$ cat config.mk
export PLATFORM = sky130hd
export DESIGN_NAME = pwrup_strap_seq
export DESIGN_NICKNAME = d
export VERILOG_FILES = /design/src/rtl/pss_pkg.sv /design/src/rtl/pss_sync.sv /design/src/rtl/pss_fsm.sv /design/src/rtl/pss_strap.sv /design/src/rtl/pwrup_strap_seq.sv
export SDC_FILE = /design/constraint.sdc
export NUM_CORES = 1
export LEC_CHECK = 0
export CORE_ASPECT_RATIO = 0.6
export CORE_UTILIZATION = 25
export DETAILED_ROUTE_END_ITERATION = 10
export DONT_BUFFER_PORTS = 1
export SLEW_MARGIN = 20
export SYNTH_ARGS = -nofsm -noshare
export SYNTH_HDL_FRONTEND = slang
export SYNTH_SLANG_ARGS = --single-unit
$ cat constraint.sdc
create_clock -name clk_ref -period 2.1 [get_ports clk_ref]
set_input_delay 0.525 -clock clk_ref [delete_from_list [all_inputs] [get_ports clk_ref]]
set_output_delay 0.525 -clock clk_ref [all_outputs]
set_load 0.01 [all_outputs]
$ cat src/rtl/pss_pkg.sv
package pss_pkg;

  localparam int NUM_ST = 5;

  typedef enum logic [2:0] {
    ST_REG  = 3'd0,
    ST_OSC  = 3'd1,
    ST_HOLD = 3'd2,
    ST_RUNB = 3'd3,
    ST_RUNP = 3'd4
  } pss_state_e;

  // Whole reference cycles covering a time in nanoseconds, rounded up.
  function automatic longint cyc_ceil(input longint ns, input longint hz);
    return (ns * hz + 64'd999_999_999) / 64'd1_000_000_000;
  endfunction

endpackage

$ cat src/rtl/pss_sync.sv
module pss_sync #(
  parameter int   STAGES  = 2,
  parameter logic RST_VAL = 1'b1
) (
  input  logic clk,
  input  logic rst_n,
  input  logic d,
  output logic q
);

  logic [STAGES-1:0] sh;

  if (STAGES == 1) begin : g_one
    always_ff @(posedge clk or negedge rst_n) begin
      if (!rst_n) sh <= RST_VAL;
      else        sh <= d;
    end
  end else begin : g_many
    always_ff @(posedge clk or negedge rst_n) begin
      if (!rst_n) sh <= {STAGES{RST_VAL}};
      else        sh <= {sh[STAGES-2:0], d};
    end
  end

  assign q = sh[STAGES-1];

endmodule

$ cat src/rtl/pss_fsm.sv
module pss_fsm
  import pss_pkg::*;
#(
  parameter longint REG_CYC   = 7800,
  parameter longint OSC_CYC   = 4680,
  parameter longint HOLD_CYC  = 29,
  parameter longint STRAP_CYC = 3,
  parameter int     CW        = 13
) (
  input  logic       clk,
  input  logic       rst_n,
  input  logic       req_ok_i,
  input  logic       boot2_i,
  output pss_state_e state_o,
  output logic       rel_o,
  output logic       win_start_o,
  output logic       win_in_o
);

  localparam logic [CW-1:0] REG_LAST  = CW'(REG_CYC - 1);
  localparam logic [CW-1:0] OSC_LAST  = CW'(OSC_CYC - 1);
  localparam logic [CW-1:0] HOLD_LAST = CW'(HOLD_CYC - 1);
  localparam logic [CW-1:0] WIN_FIRST = CW'(HOLD_CYC - STRAP_CYC);

  pss_state_e    state_q, state_d;
  logic [CW-1:0] cnt_q, cnt_d;
  logic          hold_cnt;

  assign hold_cnt = (state_q == ST_HOLD) && req_ok_i;

  always_comb begin
    state_d = state_q;
    cnt_d   = cnt_q + 1'b1;
    unique case (state_q)
      ST_REG: if (cnt_q == REG_LAST) begin
        state_d = ST_OSC;
        cnt_d   = '0;
      end
      ST_OSC: if (cnt_q == OSC_LAST) begin
        state_d = ST_HOLD;
        cnt_d   = '0;
      end
      ST_HOLD: begin
        if (!req_ok_i) begin
          cnt_d = '0;
        end else if (cnt_q == HOLD_LAST) begin
          state_d = ST_RUNB;
          cnt_d   = '0;
        end
      end
      ST_RUNB: begin
        cnt_d = '0;
        if (!req_ok_i)    state_d = ST_HOLD;
        else if (boot2_i) state_d = ST_RUNP;
      end
      ST_RUNP: begin
        cnt_d = '0;
        if (!req_ok_i) state_d = ST_HOLD;
      end
      default: begin
        state_d = ST_REG;
        cnt_d   = '0;
      end
    endcase
  end

  always_ff @(posedge clk or negedge rst_n) begin
    if (!rst_n) begin
      state_q <= ST_REG;
      cnt_q   <= '0;
    end else begin
      state_q <= state_d;
      cnt_q   <= cnt_d;
    end
  end

  assign state_o     = state_q;
  assign rel_o       = hold_cnt && (cnt_q == HOLD_LAST);
  assign win_start_o = hold_cnt && (cnt_q == WIN_FIRST);
  assign win_in_o    = hold_cnt && (cnt_q > WIN_FIRST) && (cnt_q < HOLD_LAST);

  assert_reg_len_R2: assert property (@(posedge clk) disable iff (!rst_n)
    (state_q == ST_REG && cnt_q != REG_LAST) |=> state_q == ST_REG);

  assert_osc_next_R3: assert property (@(posedge clk) disable iff (!rst_n)
    (state_q == ST_OSC) |=> (state_q == ST_OSC || state_q == ST_HOLD));

  assert_hold_len_R4: assert property (@(posedge clk) disable iff (!rst_n)
    (state_q == ST_HOLD && cnt_q != HOLD_LAST) |=> state_q == ST_HOLD);

  assert_req_return_R7: assert property (@(posedge clk) disable iff (!rst_n)
    ((state_q == ST_RUNB || state_q == ST_RUNP) && !req_ok_i) |=> state_q == ST_HOLD);

  assert_bypass_wait_R8: assert property (@(posedge clk) disable iff (!rst_n)
    (state_q == ST_RUNB && req_ok_i && !boot2_i) |=> state_q == ST_RUNB);

  assert_no_skip_R8: assert property (@(posedge clk) disable iff (!rst_n)
    (state_q == ST_HOLD) |=> state_q != ST_RUNP);

endmodule

$ cat src/rtl/pss_strap.sv
module pss_strap #(
  parameter int W = 3
) (
  input  logic         clk,
  input  logic         rst_n,
  input  logic [W-1:0] strap_i,
  input  logic         win_start_i,
  input  logic         win_in_i,
  input  logic         rel_i,
  output logic [W-1:0] word_o,
  output logic         err_o
);

  logic [W-1:0] snap_q, word_q;
  logic         moved_q, err_q, moved_now;

  // On a one-edge window the start edge is the release edge: nothing to compare.
  assign moved_now = !win_start_i && (strap_i != snap_q);

  always_ff @(posedge clk or negedge rst_n) begin
    if (!rst_n) begin
      snap_q  <= '0;
      moved_q <= 1'b0;
      word_q  <= '0;
      err_q   <= 1'b0;
    end else begin
      if (win_start_i) begin
        snap_q  <= strap_i;
        moved_q <= 1'b0;
      end else if (win_in_i && moved_now) begin
        moved_q <= 1'b1;
      end
      if (rel_i) begin
        word_q <= strap_i;
        err_q  <= moved_q || moved_now;
      end
    end
  end

  assign word_o = word_q;
  assign err_o  = err_q;

  assert_word_hold_R5: assert property (@(posedge clk) disable iff (!rst_n)
    !rel_i |=> $stable(word_q));

  assert_err_hold_R6: assert property (@(posedge clk) disable iff (!rst_n)
    !rel_i |=> $stable(err_q));

endmodule

$ cat src/rtl/pwrup_strap_seq.sv
module pwrup_strap_seq
  import pss_pkg::*;
#(
  parameter longint CLK_HZ   = 26_000_000,
  parameter longint REG_NS   = 300_000,
  parameter longint OSC_NS   = 180_000,
  parameter longint HOLD_NS  = 1_100,
  parameter longint STRAP_NS = 100,
  parameter int     NSTRAP   = 3,
  parameter int     SYNC_STG = 2
) (
  input  logic              clk_ref,
  input  logic              supply_ok,
  input  logic              rst_req_n,
  input  logic [NSTRAP-1:0] strap_i,
  input  logic              boot2_i,
  output logic              sys_rst_n,
  output logic [NSTRAP-1:0] strap_word,
  output logic              strap_err,
  output logic              pll_bypass,
  output logic              clk_ok,
  output logic [NUM_ST-1:0] state_oh
);

  localparam longint REG_CYC   = cyc_ceil(REG_NS, CLK_HZ);
  localparam longint OSC_CYC   = cyc_ceil(OSC_NS, CLK_HZ);
  localparam longint HOLD_CYC  = cyc_ceil(HOLD_NS, CLK_HZ);
  localparam longint STRAP_CYC = cyc_ceil(STRAP_NS, CLK_HZ);
  localparam longint MAX_AB    = (REG_CYC > OSC_CYC) ? REG_CYC : OSC_CYC;
  localparam longint MAX_CYC   = (MAX_AB > HOLD_CYC) ? MAX_AB : HOLD_CYC;
  localparam int     CW        = $clog2(MAX_CYC + 1);

  logic       req_ok, rel, win_start, win_in;
  pss_state_e state;

  pss_sync #(.STAGES(SYNC_STG), .RST_VAL(1'b1)) u_req_sync (
    .clk   (clk_ref),
    .rst_n (supply_ok),
    .d     (rst_req_n),
    .q     (req_ok)
  );

  pss_fsm #(
    .REG_CYC   (REG_CYC),
    .OSC_CYC   (OSC_CYC),
    .HOLD_CYC  (HOLD_CYC),
    .STRAP_CYC (STRAP_CYC),
    .CW        (CW)
  ) u_fsm (
    .clk         (clk_ref),
    .rst_n       (supply_ok),
    .req_ok_i    (req_ok),
    .boot2_i     (boot2_i),
    .state_o     (state),
    .rel_o       (rel),
    .win_start_o (win_start),
    .win_in_o    (win_in)
  );

  pss_strap #(.W(NSTRAP)) u_strap (
    .clk         (clk_ref),
    .rst_n       (supply_ok),
    .strap_i     (strap_i),
    .win_start_i (win_start),
    .win_in_i    (win_in),
    .rel_i       (rel),
    .word_o      (strap_word),
    .err_o       (strap_err)
  );

  assign sys_rst_n  = (state == ST_RUNB) || (state == ST_RUNP);
  assign pll_bypass = (state != ST_RUNP);
  assign clk_ok     = (state == ST_HOLD) || sys_rst_n;
  assign state_oh   = NUM_ST'(1) << state;

  assert_reset_bypass_R10: assert property (@(posedge clk_ref) disable iff (!supply_ok)
    !sys_rst_n |-> pll_bypass);

  assert_run_clk_R3: assert property (@(posedge clk_ref) disable iff (!supply_ok)
    sys_rst_n |-> clk_ok);

  assert_release_capture_R5: assert property (@(posedge clk_ref) disable iff (!supply_ok)
    $rose(sys_rst_n) |-> strap_word == $past(strap_i));

  assert_state_onehot_R9: assert property (@(posedge clk_ref) disable iff (!supply_ok)
    $countones(state_oh) == 1);

endmodule

Yosys cells after proc, flatten, opt, wreduce, memory -nomap -nowiden
Index checks and enable logic that the tools add are counted.
{ "totals": {"romBits": 0, "out_inout_bits": 12, "latchBits": 0, "mem_count": 0, "mem_bits_rw": 0, "reg_bits": 26} }
{ "classes": {"multipliers": 0, "n_mux": 15, "addsub": 1, "shift": 1, "div_mod_pow": 0, "bitwise_logic": 0, "n_eq_ne": 16, "reduce_logical": 14, "n_lt_le_gt_ge": 2} }
{ "ops": {"columns": ["operator", "n"], "rows": [
  ["$mux 13", 4],
  ["$pmux 13 s3", 1],
  ["$eq 13x13->1 const B", 2],
  ["$eq 13x5->1 const B", 2],
  ["$mux 3", 7],
  ["$pmux 3 s5", 1],
  ["$add 13x1->13 const B", 1],
  ["$gt 13x5->1 const B", 1],
  ["$lt 13x5->1 const B", 1],
  ["$ne 2x1->1 const B", 4],
  ["$logic_and 1x1->1", 7],
  ["$eq 3x2->1 const B", 2],
  ["$ne 3x3->1 const B", 2],
  ["$reduce_and 6->1", 1],
  ["$shl 1x3->5 const A", 1],
  ["$eq 3x1->1 const B", 1],
  ["$eq 3x3->1 const B", 1],
  ["$logic_not 3->1", 1],
  ["$logic_or 1x1->1", 3],
  ["$ne 3x3->1", 1],
  ["$mux 1", 2],
  ["$ne 2x2->1 const B", 1],
  ["$reduce_bool 2->1", 1],
  ["$logic_not 1->1", 1]
]} }

Logic depth before layout (Yosys ltp)
{ "logic_depth": {"ltp_word": 8, "mapped_depth": 6, "ltp_nobuf": 6} }

Hierarchy
A second synthesis with hierarchy kept.
{ "unflattened": {"cells_unflattened": 141, "area_unflattened_um2": 1408.9} }
{ "modules_own_cells": {"columns": ["module", "area_per_inst_um2", "instances", "cells_each"], "rows": [
  ["pss_fsm", 964.7, 1, 106],
  ["pss_strap", 331.6, 1, 24],
  ["pwrup_strap_seq", 60.1, 1, 9],
  ["pss_sync", 52.6, 1, 2]
]} }

Worst setup path before layout
OpenSTA, ideal clock, no wires.
{ "synth_path": {"path_kind": "reg-to-reg", "start": "register u_fsm.cnt_q[9]", "end": "register u_strap.snap_q[0]", "arrival_ns": 1.807, "stages_incl_launch_ff": 5, "period_less_slack_ns": 1.932, "required_time_ns": 1.975, "slack_ns": 0.168, "n_path_buf": 0, "cell_sequence": "dfrtp_1 -> or4_4 -> or3_4 -> nor2_2 -> mux2_2"} }
{ "synth_between": {"elab_chain_cells": 2} }
{ "synth_rtl": {"columns": ["item", "line_no", "rtl"], "rows": [
  ["start: declaration", "pss_fsm.sv:26", "logic [CW-1:0] cnt_q, cnt_d;"],
  ["start signal: assignment", "pss_fsm.sv:73", "cnt_q <= cnt_d;"],
  ["$eq 13x5->1", "pss_fsm.sv:79", "assign win_start_o = hold_cnt && (cnt_q == WIN_FIRST);"],
  ["$logic_and 1x1->1", "pss_fsm.sv:79", null],
  ["end signal: assignment", "pss_strap.sv:28", "snap_q <= strap_i;"],
  ["end: declaration", "pss_strap.sv:14", "logic [W-1:0] snap_q, word_q;"]
]} }
Every way passes these cells.
A chain may end at the register's enable or synchronous reset.

Final worst setup path
{ "layout_path": {"start": "register u_fsm.state_q[0], in the netlist u_fsm.state_o[0]", "end": "output port sys_rst_n"} }
{ "layout_between": {"elab_chain_cells": 2} }
{ "layout_rtl": {"columns": ["item", "line_no", "rtl"], "rows": [
  ["start: declaration", "pss_fsm.sv:25", "pss_state_e state_q, state_d;"],
  ["start signal: assignment", "pss_fsm.sv:72", "state_q <= state_d;"],
  ["$eq 3x2->1 or $eq 3x3->1 (tied branches)", "pwrup_strap_seq.sv:71", "assign sys_rst_n = (state == ST_RUNB) || (state == ST_RUNP);"],
  ["$logic_or 1x1->1 (*)", "pwrup_strap_seq.sv:71", null],
  ["end: declaration", "pwrup_strap_seq.sv:17", "output logic sys_rst_n,"]
]} }
Every way passes the cells marked *; elsewhere a longest branch is shown, timed or not.

==> impl_results.md <==
- Crit Path Max Fanout: 6
- # IOs: 19
- Leak: 0.000726 uW
- Root Driver: clkbuf_8
- Post-synthesis adder-cell area fraction: 1.75%
- Fill count: 542
- Reg area: 654 um2
- Total CTS buffers: 3
- CP max stage delay: 0.41 ns
- Area Overhead vs Synth: 18.2%
- Max-Cap Viols: 0
- Tcrit/Tclk final: 97.3%
- Vias/cell: 4.85
- Fin. Hold Viols: 0
- Largest net degree at the start of global routing: 25
- # clock sinks: 26
- Worst Path Arrival: 1.52 ns
- Worst hold slack: 0.0517 ns
- Netlist cell types: 45
- WP data required: 1.57 ns
- Slew @ Worst Pin: 0.495 ns
- Max Freq: 490 MHz
- Cell taking the most area after synthesis: dfrtp_1
- Pwr Density: 563 nW/um2
- Flops & latches, synth: 26
- Slew margin rel.: 66.8%
- Status: completed
- Core area: 5280 um2
- Worst-skew pair later-pin latency: 0.28 ns
- Post-Place Cells: 224
- Die footprint: 6050 um2
- 1st-iter DRT viols: 46
- Post-synth EDFFs: 0
- Largest family of logic cells by synthesized area: simple AND/OR/NAND/NOR gates
- H-tree levels: 1
- Mapped Cells: 142
- CP cell instances: buf_4 -> nor2b_1 -> and2_1 -> or2_2
- Synth Area in Simple Gates: 23.4%
- Vias: 1,121
- Die height: 60.7 um
- Post-synthesis mux area share: 5.50%
- Post-synth ARST share: 100%
- Critical path type: reg -> out
- Leading cell types by count after synthesis: 24 x dfrtp_1, 12 x a21oi_1, 10 x xnor2_1
- Initial antenna violation count: 0
- Synth top area cells: dfrtp_1 42%, xnor2_1 6.1%, mux2_2 5.5%
- Slowest CP cell: dfrtp_1
- Reg clk slew, reported paths: 0.09 ns
- Fin nets: 164
- Final WL: 3.39 mm
- Final-report max-slew violation count: 0
- N_diodes: 0
- DPL Wire Length: 2.49 mm
- Synth Area in XOR/XNOR: 7.94%
- Worst path top cell family by delay: simple AND/OR/NAND/NOR gates
- Final ANT Viol Nets: 0
- Post-Syn Area: 1430 um2
- Count leader, synth: dfrtp_1
- DRC: 0
- Vias in the first global route: 1,083
- Global route overflow: 0
- HP Class: in -> async
- Final Critical Period: 2.04 ns
- Post-Syn Nets: 151
- Worst vdd ir: 220 uV
- Critical path endpoint category: output port
- Layout cells sized above 1: 24.0%
- Dominant synthesized flop cell: dfrtp_1
- Synth Area per Inst: 10.1 um2
- Final setup fails: 0
- Worst path buffer plus inverter count: 1
- Initial Util: 27.2%
- Longest Clk Path Bufs: 2
- Total GRT Usage: 12.5%
- Top cell type's share of synthesized area: 41.9%
- Routed WL per cell: 14.7 um
- # rows: 20
- Final Wtd Congestion: 0.785
- Crit start category: flip-flop
- Multi-input gate area: 733 um2
- Die W: 99.8 um
- YS warnings: 0
- First-pass GRT wire length: 5.66 mm
- Input/output buffers: 0
- Skew final: 0.00582 ns
- Non-Filler Instances: 231
- Compound-Gate Fraction of Synth Area: 12.6%
- CTS tree: yes
- First-pass detailed-route iteration total: 4
- Sequential share of the synthesized area: 45.5%
worst reg2reg max path, cell delays in order (launching register included):
cell and delay, ns:
dfrtp_1 0.43, or4_4 0.49, or3_4 0.40, nor2_2 0.20
mux2_2 0.37
final timing paths:
kind,startpoint,to,slack (ns),cells after the start
setup / recovery,u_fsm.state_o[0],sys_rst_n,0.06,4
hold / removal,supply_ok,u_fsm.cnt_q[0],0.05,1
setup reg to reg,u_fsm.cnt_q[12],u_strap.snap_q[2],0.11,4
hold reg to reg,u_req_sync.sh[0],u_req_sync.sh[1],0.36,0
max in group asynchronous,supply_ok,u_fsm.state_o[2],1.89,1
min in group clk_ref,rst_req_n,u_req_sync.sh[0],0.23,0
state kept, by name, summed over array words and instances, names as in the netlist:
signal	flops
u_strap.err_o	1
u_strap.moved_q	1
u_strap.word_o	3
u_strap.snap_q	3
u_fsm.cnt_q	13
u_fsm.state_o	3
u_req_sync.sh	2
final cells by class:
type                       instances  area share [%]
sequential                        26            38.6
timing repair buffer              14            6.94
clock inverter                     1            1.77
clock buffer                       3            2.44
tap                               77            5.68
inverter                           6            1.33
multi-input combinational        104            43.2
where the power goes:
part           switching [uW]  leakage (uW)  internal (uW)
logic                    11.5      0.000357           8.71
clock network             167     0.0000357            255
registers                4.81      0.000333            507
total                     183      0.000726            771
cells by family (layout without fill, tap and decap cells):
logic type / after synthesis / count (layout)
compound gates: 27 / 27
xor+xnor: 13 / 13
fa+ha+maj: 2 / 2
buf+inv: 12 / 24
flops: 26 / 26
mux: 7 / 7
simple gates: 55 / 55
routing by layer:
layer,up-vias,GRT usage (%),wire (um)
met5,-,0,0
met4,0,3.57,16
met3,3,4.84,300
met2,44,15.4,1290
met1,539,19.4,1780
li1,535,-,-
cell usage in the layout, fill, tap and decap left out, drive strengths merged, types with 3 or more instances in the layout:
cell type and count:
nand4 3, nand2 5, inv 6, mux2 7, nor3 3, xor2 3
o21ai 4, nor2b 4, xnor2 10, nor2 8, and3 6, and2 4
clkbuf 3, nand3 7, buf 14, a21oi 12, dfrtp 24
what timing repair did:
item                       in CTS  in global routing
gates resized for setup         2                  0
hold buffers                    1                  0
setup endpoints to repair       2                  2
setup buffers                   0                  2
hold endpoints to repair       24                  0
through the flow:
step / cell area, um2 / setup WS, ns / util, % / total power, uW / setup TNS (ns)
4_1_cts: 1680 / 0.0327 / 31.8 / 967 / 0
3_5_place_dp: 1590 / 0.115 / 30.1 / 529 / 0
5_1_grt: 1700 / -0.00515 / 32.1 / 984 / -0.00515
2_1_floorplan: 1430 / 0.168 / - / 527 / 0
6_report: 1700 / 0.0577 / 32.1 / 954 / 0
3_3_place_gp: 1590 / 0.176 / 30.1 / 528 / 0
(Power assumes the default switching activity.)
